File: config.mk
export PLATFORM = sky130hd
export DESIGN_NAME = i2c_byte_engine
export DESIGN_NICKNAME = d
export VERILOG_FILES = /design/src/rtl/i2c_eng_pkg.sv /design/src/rtl/i2c_half_timer.sv /design/src/rtl/i2c_shift_unit.sv /design/src/rtl/i2c_byte_engine.sv
export SDC_FILE = /design/constraint.sdc
export NUM_CORES = 1
export LEC_CHECK = 0
export ABC_AREA = 1
export ABC_CLOCK_PERIOD_IN_PS = 1700
export BUFFER_PORTS_ARGS = -buffer_cell sky130_fd_sc_hd__buf_4
export CORE_MARGIN = 2
export CORE_UTILIZATION = 45
export CTS_CLUSTER_DIAMETER = 120
export CTS_CLUSTER_SIZE = 14
export DETAILED_ROUTE_END_ITERATION = 7
export PLACE_DENSITY = 0.74
export SLEW_MARGIN = 20
export SYNTH_ARGS = -nofsm -noshare
export SYNTH_HDL_FRONTEND = slang
export SYNTH_SLANG_ARGS = --single-unit
File: constraint.sdc
create_clock -name clk -period 1.7 [get_ports clk]
set_clock_uncertainty 0.15 [all_clocks]
set_input_delay 0.51 -clock clk [delete_from_list [all_inputs] [get_ports clk]]
set_output_delay 0.51 -clock clk [all_outputs]
set_load 0.05 [all_outputs]
File: src/rtl/i2c_eng_pkg.sv
package i2c_eng_pkg;

  typedef enum logic [1:0] {
    ACK_OK    = 2'd0,
    ACK_LATE  = 2'd1,
    ACK_FATAL = 2'd2
  } ack_e;

  typedef enum logic [3:0] {
    PH_IDLE,
    PH_START,
    PH_STOP,
    PH_TX,
    PH_RX,
    PH_ACK_OUT,
    PH_HUNT,
    PH_DRAIN,
    PH_DRAIN_ACK
  } phase_e;

  localparam logic [2:0] CODE_START   = 3'd0;
  localparam logic [2:0] CODE_STOP    = 3'd1;
  localparam logic [2:0] CODE_WRITE   = 3'd2;
  localparam logic [2:0] CODE_READ    = 3'd3;
  localparam logic [2:0] CODE_ACK_OUT = 3'd4;
  localparam logic [2:0] CODE_ACK_IN  = 3'd5;

  localparam logic [1:0] SEG_LAST = 2'd2;

  function automatic logic code_legal(input logic [2:0] c);
    return c <= CODE_ACK_IN;
  endfunction

  // clock level inside a bit slot: high only in the middle segment
  function automatic logic slot_scl(input logic [1:0] seg);
    return seg == 2'd1;
  endfunction

  function automatic logic start_scl(input logic [1:0] seg);
    return seg != 2'd2;
  endfunction

  function automatic logic start_sda(input logic [1:0] seg);
    return seg == 2'd0;
  endfunction

  function automatic logic stop_scl(input logic [1:0] seg);
    return seg != 2'd0;
  endfunction

  function automatic logic stop_drive(input logic [1:0] seg);
    return seg != 2'd2;
  endfunction

  function automatic logic phase_receives(input phase_e p);
    return (p == PH_RX) || (p == PH_HUNT) || (p == PH_DRAIN);
  endfunction

  function automatic logic phase_is_slot(input phase_e p);
    return (p == PH_TX) || (p == PH_RX) || (p == PH_ACK_OUT) ||
           (p == PH_HUNT) || (p == PH_DRAIN) || (p == PH_DRAIN_ACK);
  endfunction

endpackage

File: src/rtl/i2c_half_timer.sv
module i2c_half_timer #(
  parameter int HALF_CYCLES = 250
) (
  input  logic clk,
  input  logic rst_n,
  input  logic run,
  output logic seg_end
);
  localparam int CW = $clog2(HALF_CYCLES + 1);
  localparam logic [CW-1:0] LAST = CW'(HALF_CYCLES - 1);

  logic [CW-1:0] cnt;

  assign seg_end = run && (cnt == LAST);

  always_ff @(posedge clk or negedge rst_n) begin
    if (!rst_n)                cnt <= '0;
    else if (!run || seg_end)  cnt <= '0;
    else                       cnt <= cnt + 1'b1;
  end

  a_r3_count_in_range: assert property (@(posedge clk) disable iff (!rst_n)
    cnt <= LAST);

  a_r3_cleared_when_idle: assert property (@(posedge clk) disable iff (!rst_n)
    !run |=> (cnt == '0));

endmodule

File: src/rtl/i2c_shift_unit.sv
module i2c_shift_unit #(
  parameter int DATA_BITS = 8
) (
  input  logic                 clk,
  input  logic                 rst_n,
  input  logic                 load,
  input  logic [DATA_BITS-1:0] load_byte,
  input  logic                 tx_adv,
  input  logic                 rx_take,
  input  logic                 rx_bit,
  output logic                 tx_msb,
  output logic [DATA_BITS-1:0] rx_word
);
  logic [DATA_BITS-1:0] tx_sr;

  assign tx_msb = tx_sr[DATA_BITS-1];

  always_ff @(posedge clk or negedge rst_n) begin
    if (!rst_n)      tx_sr <= '0;
    else if (load)   tx_sr <= load_byte;
    else if (tx_adv) tx_sr <= {tx_sr[DATA_BITS-2:0], 1'b0};
  end

  always_ff @(posedge clk or negedge rst_n) begin
    if (!rst_n)       rx_word <= '0;
    else if (rx_take) rx_word <= {rx_word[DATA_BITS-2:0], rx_bit};
  end

  a_r6_msb_first: assert property (@(posedge clk) disable iff (!rst_n)
    load |=> (tx_msb == $past(load_byte[DATA_BITS-1])));

  a_r7_sample_enters_lsb: assert property (@(posedge clk) disable iff (!rst_n)
    rx_take |=> (rx_word[0] == $past(rx_bit)));

endmodule

File: src/rtl/i2c_byte_engine.sv
module i2c_byte_engine
  import i2c_eng_pkg::*;
#(
  parameter int HALF_CYCLES = 250,
  parameter int DATA_BITS   = 8,
  parameter int ACK_TRIES   = 8
) (
  input  logic                 clk,
  input  logic                 rst_n,
  input  logic                 cmd_valid,
  input  logic [2:0]           cmd_code,
  input  logic [DATA_BITS-1:0] cmd_wdata,
  output logic                 cmd_ready,
  output logic                 cmd_done,
  output logic [DATA_BITS-1:0] rx_byte,
  output logic [1:0]           ack_status,
  output logic                 scl_o,
  output logic                 sda_oe,
  output logic                 sda_o,
  input  logic                 sda_i
);
  localparam int MAXB  = (DATA_BITS > ACK_TRIES) ? DATA_BITS : ACK_TRIES;
  localparam int BIT_W = (MAXB > 1) ? $clog2(MAXB) : 1;
  localparam logic [BIT_W-1:0] LAST_DATA_BIT = BIT_W'(DATA_BITS - 1);
  localparam logic [BIT_W-1:0] LAST_TRY      = BIT_W'(ACK_TRIES - 1);

  phase_e               phase;
  logic [1:0]           seg;
  logic [BIT_W-1:0]     bit_idx;
  logic                 recover;
  logic                 samp;
  logic                 done_q;
  ack_e                 status_q;
  logic [DATA_BITS-1:0] rx_byte_q;
  logic                 scl_h, oe_h, out_h;
  logic                 scl_c, oe_c, out_c;

  // named internal events
  logic                 active;
  logic                 accept;
  logic                 seg_end;
  logic                 slot_end;
  logic                 sample_now;
  logic                 last_data_bit;
  logic                 tx_msb;
  logic                 tx_adv;
  logic                 rx_take;
  logic [DATA_BITS-1:0] rx_word;

  assign active        = (phase != PH_IDLE);
  assign accept        = !active && cmd_valid && code_legal(cmd_code);
  assign slot_end      = seg_end && (seg == SEG_LAST);
  assign sample_now    = seg_end && (seg == 2'd1) && phase_receives(phase);
  assign last_data_bit = (bit_idx == LAST_DATA_BIT);
  assign tx_adv        = slot_end && (phase == PH_TX) && !last_data_bit;
  assign rx_take       = sample_now && ((phase == PH_RX) || (phase == PH_DRAIN));

  i2c_half_timer #(.HALF_CYCLES(HALF_CYCLES)) u_timer (
    .clk     (clk),
    .rst_n   (rst_n),
    .run     (active),
    .seg_end (seg_end)
  );

  i2c_shift_unit #(.DATA_BITS(DATA_BITS)) u_shift (
    .clk       (clk),
    .rst_n     (rst_n),
    .load      (accept),
    .load_byte (cmd_wdata),
    .tx_adv    (tx_adv),
    .rx_take   (rx_take),
    .rx_bit    (sda_i),
    .tx_msb    (tx_msb),
    .rx_word   (rx_word)
  );

  // bus levels decoded from the current phase and segment
  always_comb begin
    scl_c = scl_h;
    oe_c  = oe_h;
    out_c = out_h;
    unique case (phase)
      PH_START: begin
        scl_c = start_scl(seg);
        oe_c  = 1'b1;
        out_c = start_sda(seg);
      end
      PH_STOP: begin
        scl_c = stop_scl(seg);
        oe_c  = stop_drive(seg);
        out_c = 1'b0;
      end
      PH_TX: begin
        scl_c = slot_scl(seg);
        oe_c  = 1'b1;
        out_c = tx_msb;
      end
      PH_ACK_OUT, PH_DRAIN_ACK: begin
        scl_c = slot_scl(seg);
        oe_c  = 1'b1;
        out_c = 1'b0;
      end
      PH_RX, PH_HUNT, PH_DRAIN: begin
        scl_c = slot_scl(seg);
        oe_c  = 1'b0;
        out_c = 1'b0;
      end
      default: ;
    endcase
  end

  always_ff @(posedge clk or negedge rst_n) begin
    if (!rst_n) begin
      scl_h <= 1'b1;
      oe_h  <= 1'b0;
      out_h <= 1'b0;
    end else if (active) begin
      scl_h <= scl_c;
      oe_h  <= oe_c;
      out_h <= out_c;
    end
  end

  always_ff @(posedge clk or negedge rst_n) begin
    if (!rst_n)          samp <= 1'b1;
    else if (sample_now) samp <= sda_i;
  end

  always_ff @(posedge clk or negedge rst_n) begin
    if (!rst_n) begin
      phase     <= PH_IDLE;
      seg       <= 2'd0;
      bit_idx   <= '0;
      recover   <= 1'b0;
      done_q    <= 1'b0;
      status_q  <= ACK_OK;
      rx_byte_q <= '0;
    end else begin
      done_q <= 1'b0;
      if (accept) begin
        seg     <= 2'd0;
        bit_idx <= '0;
        recover <= 1'b0;
        unique case (cmd_code)
          CODE_START:   phase <= PH_START;
          CODE_STOP:    phase <= PH_STOP;
          CODE_WRITE:   phase <= PH_TX;
          CODE_READ:    phase <= PH_RX;
          CODE_ACK_OUT: phase <= PH_ACK_OUT;
          default:      phase <= PH_HUNT;
        endcase
      end else if (seg_end) begin
        if (seg != SEG_LAST) begin
          seg <= seg + 2'd1;
        end else begin
          seg <= 2'd0;
          unique case (phase)
            PH_START, PH_ACK_OUT: begin
              phase  <= PH_IDLE;
              done_q <= 1'b1;
            end
            PH_STOP: begin
              phase  <= PH_IDLE;
              done_q <= 1'b1;
              if (recover) status_q <= ACK_LATE;
            end
            PH_TX: begin
              if (last_data_bit) begin
                phase  <= PH_IDLE;
                done_q <= 1'b1;
              end else begin
                bit_idx <= bit_idx + 1'b1;
              end
            end
            PH_RX: begin
              if (last_data_bit) begin
                phase     <= PH_IDLE;
                done_q    <= 1'b1;
                rx_byte_q <= rx_word;
              end else begin
                bit_idx <= bit_idx + 1'b1;
              end
            end
            PH_HUNT: begin
              if (!samp) begin
                if (bit_idx == '0) begin
                  phase    <= PH_IDLE;
                  done_q   <= 1'b1;
                  status_q <= ACK_OK;
                end else begin
                  phase   <= PH_DRAIN;
                  bit_idx <= '0;
                end
              end else if (bit_idx == LAST_TRY) begin
                phase    <= PH_IDLE;
                done_q   <= 1'b1;
                status_q <= ACK_FATAL;
              end else begin
                bit_idx <= bit_idx + 1'b1;
              end
            end
            PH_DRAIN: begin
              if (last_data_bit) begin
                phase     <= PH_DRAIN_ACK;
                rx_byte_q <= rx_word;
                bit_idx   <= '0;
              end else begin
                bit_idx <= bit_idx + 1'b1;
              end
            end
            PH_DRAIN_ACK: begin
              phase   <= PH_STOP;
              recover <= 1'b1;
            end
            default: phase <= PH_IDLE;
          endcase
        end
      end
    end
  end

  assign cmd_ready  = !active;
  assign cmd_done   = done_q;
  assign rx_byte    = rx_byte_q;
  assign ack_status = status_q;
  assign scl_o      = scl_c;
  assign sda_oe     = oe_c;
  assign sda_o      = out_c;

  a_r13_done_single_cycle: assert property (@(posedge clk) disable iff (!rst_n)
    cmd_done |=> !cmd_done);

  a_r13_done_when_idle: assert property (@(posedge clk) disable iff (!rst_n)
    cmd_done |-> cmd_ready);

  a_r3_data_still_while_clock_high: assert property (@(posedge clk) disable iff (!rst_n)
    (phase_is_slot(phase) && scl_o && $past(scl_o)) |-> ($stable(sda_o) && $stable(sda_oe)));

  a_r7_released_on_receive: assert property (@(posedge clk) disable iff (!rst_n)
    phase_receives(phase) |-> !sda_oe);

  a_r12_status_moves_with_done: assert property (@(posedge clk) disable iff (!rst_n)
    !$stable(ack_status) |-> cmd_done);

  a_r2_illegal_code_ignored: assert property (@(posedge clk) disable iff (!rst_n)
    (cmd_ready && cmd_valid && !code_legal(cmd_code)) |=> cmd_ready);

  a_r4_start_falls_under_high_clock: assert property (@(posedge clk) disable iff (!rst_n)
    ((phase == PH_START) && $fell(sda_o)) |-> scl_o);

endmodule

==> impl_results.md <==
- Outcome: finished with violations
- Failing checks: setup timing
- Layout cells sized above 1: around half
- Max Slew Vio Count: 0
- Num Clock Sinks: between 40 and 50
- Initial antenna violation count: 0
- Pre-Repair DR Iteration Count: 4
- Vias per inst: approximately 5.2
- Gate Count Post-Synth: around 340
- Worst reg-to-reg setup slack: -230 ps
- I/O Buffers: 29
- Final setup vio count: 49
- Synth area leaders: dfrtp_1 41%, nand2_1 13%, inv_1 5.0%
- Chip Height: approximately 84 um
- Final nets: between 400 and 500
- Synth Area in XOR/XNOR: 0%
- Simple-gate portion of the synthesized area: roughly 36%
- Initial core utilization: between 40% and 50%
- YS warnings: 0
- Synth async-reset ratio: 100%
- Area grow syn2layout: 51.0%
- WL final: roughly 8.1 mm
- Leakage: 2.19 nW
- CTS tree: built
- Leading area contributor after synthesis: dfrtp_1
- Startpoint types: flop
- Wire length of the first global-routing pass: about 13 mm
- Filler cells: 443
- Seq cells post-synth: 49
- Synthesized cell area: around 2900 um2
- Core Region: around 6200 um2
- Critical path required time: roughly 1000 ps
- CP endpoint kind: output pin
- Largest family of logic cells by synthesized area: simple AND/OR/NAND/NOR gates
- Yosys top cell area share: roughly two fifths
- Worst min-delay path class: primary input to flop
- DR WL/cell: between 15 and 20 um
- H-tree level count: 2
- Crit path launch: phase[1]
- Crit path to: sda_oe
- Sequential fraction of the synthesis area: 42.8%
- CTS Buffer Depth: 2
- Tightest hold margin: between 200 and 250 ps
- Final min period: approximately 2300 ps
- Mapped Avg Cell Area: roughly 8.4 um2
- Gr usage total: a little under a quarter
- Final Hold Vio Count: 0
- Critical Path AT: around 1600 ps
- Area share of fa/ha/maj cells after synthesis: 3.49%
- Peak supply drop: roughly 420 uV
- Most frequent cell after synthesis: nand2_1
- Final setup margin: -556 ps
- Vias: around 2700
- CTS root buf: clkbuf_8
- Die width: 83.8 um
- Worst-Skew Late Latency: ~300 ps
- Number of max-cap violations: 0
- Pwr per Cell Area: roughly 510 nW/um2
- Worst R2R Start: phase[3]
- CP Max Fanout: 4
- Worst reg2reg path endpoint: bit_idx[0]
- Kind of critical path: flop to output pin
- Post-synthesis mux area share: 0%
- Slew Limit Headroom: approximately 75%
- Fmax: between 400 and 500 MHz
- Top Ports: 30
- Unrepaired setup endpoints after global routing: yes
- Post-synthesis compound-gate area fraction: approximately a tenth
- Post-route clock period utilization: 133%
- Setup_tns: -8120 ps
- Ant diodes: 0
- Syn Nets: 365
- CTS buffer count: 5
- GP Congestion: between 0.8 and 0.9
- R2R depth: 11
- DRT antenna net count: 0
- Vias in the first global route: approximately 2700
- Starting DRT DRC Count: approximately 170
- Die area: 7030 um2
- Post-synth EDFFs: 0
- HPWL Detailed: just under 5 mm
- Synth cell count leaders: 97 x nand2_1, 47 x dfrtp_1, 38 x inv_1
- Synth Flop Type: dfrtp_1
- # rows: 29
- DRC viols: 0
- Largest net degree at the start of global routing: 32
- Yosys cell types: 40
- Reg clk slew, reported paths: around 90 ps
- Worst slew pin tran: approximately 380 ps
- Total gr overflow: 0
-- cell type report --
| type | count | area (um2) | share of cell area (%) |
|---|---|---|---|
| Clock buffer | 7 | 86.3 | 1.99 |
| Multi-Input combinational cell | 252 | 1830 | 42.1 |
| Tap cell | 77 | 96.3 | 2.22 |
| Timing Repair Buffer | 99 | 886 | 20.5 |
| Clock inverter | 1 | 30.0 | 0.693 |
| Sequential cell | 49 | 1230 | 28.5 |
| Inverter | 42 | 174 | 4.02 |
-- stage by stage --
step                      worst slack [ps]  power (mW)  std cells  instance area, um2  utilization [%]
after global placement                -208        1.36        493                3580             57.3
final                                 -556        2.23        527                4330             69.4
after detailed placement              -238        1.36        493                3580             57.3
after global routing                  -630        2.30        527                4330             69.4
after CTS                             -543        2.23        519                4080             65.3
after floorplan                       -391        1.27        342                2900                -
-- per-layer routing --
metal | vias up | track usage [%] | wire length (um) | share of wire [%]
met2 | 70 | 39.8 | 4320 | 53
met4 | 0 | 8.36 | 195 | 2.4
met5 | - | 0 | 0 | 0
met1 | 1319 | 27.7 | 3300 | 41
met3 | 17 | 4.15 | 288 | 3.6
li1 | 1339 | - | - | -
-- kinds of logic (layout without fill, tap and decap cells) --
group                      count (synthesis)  after routing
AOI/OAI and AO/OA                         47             48
and+or+nand+nor                          192            196
DFF                                       49             49
adders and majority gates                  8              8
buffers and inverters                     46            149
-- what timing repair did --
action | 4_1_cts | 5_1_grt
buffers inserted | 11 | 11
cloned | 6 | 0
resized for setup | 61 | 59
hold buffers | 1 | 0
setup endpoints to repair | 41 | 50
pin swaps | 23 | 29
endpoints found under the hold margin | 16 | 0
-- worst max-delay path, stage by stage (launching register included) --
cell,delay (ps)
dfrtp_2,440
nor2_4,170
nand3_2,130
nand2_1,120
inv_2,70
nand2_4,70
o2111ai_2,110
buf_6,180
-- flip-flops by register name, summed over array words and instances (netlist names) --
register and flops:
u_shift.tx_sr 8, phase 4, out_h 1, rx_byte 8, oe_h 1, bit_idx 3, recover 1, samp 1
u_timer.cnt 8, scl_h 1, seg 2, u_shift.rx_word 8, cmd_done 1, ack_status 2
-- how the worst min path moves through the flow --
stage	startpoint	to	slack [ps]	cells past startpoint
2_1_floorplan	rst_n	ack_status[0]	60	0
3_3_place_gp	rst_n	u_timer.cnt[4]	260	1
3_5_place_dp	rst_n	u_timer.cnt[4]	260	1
4_1_cts	cmd_wdata[0]	u_shift.tx_sr[0]	240	3
5_1_grt	cmd_wdata[0]	u_shift.tx_sr[0]	260	3
6_report	cmd_wdata[0]	u_shift.tx_sr[0]	250	3
-- cells in the final DEF (no fill, tap or decap), types with 6 or more instances in the layout --
master / count
nor2_4: 12
o21ai_2: 7
nand3_1: 8
inv_2: 6
clkbuf_8: 6
nand3_2: 9
inv_1: 33
buf_6: 20
buf_4: 72
nand2_1: 79
nor2_1: 21
o21ai_1: 13
dfrtp_1: 43
nor3_1: 8
nor2_2: 8
nand2_2: 18
-- power breakdown --
part	switching, mW	total, mW	internal [mW]
clock	0.397	0.878	0.480
combinational	0.0921	0.158	0.0661
sequential	0.0109	1.19	1.18
Power figures use the tool's default switching activity.
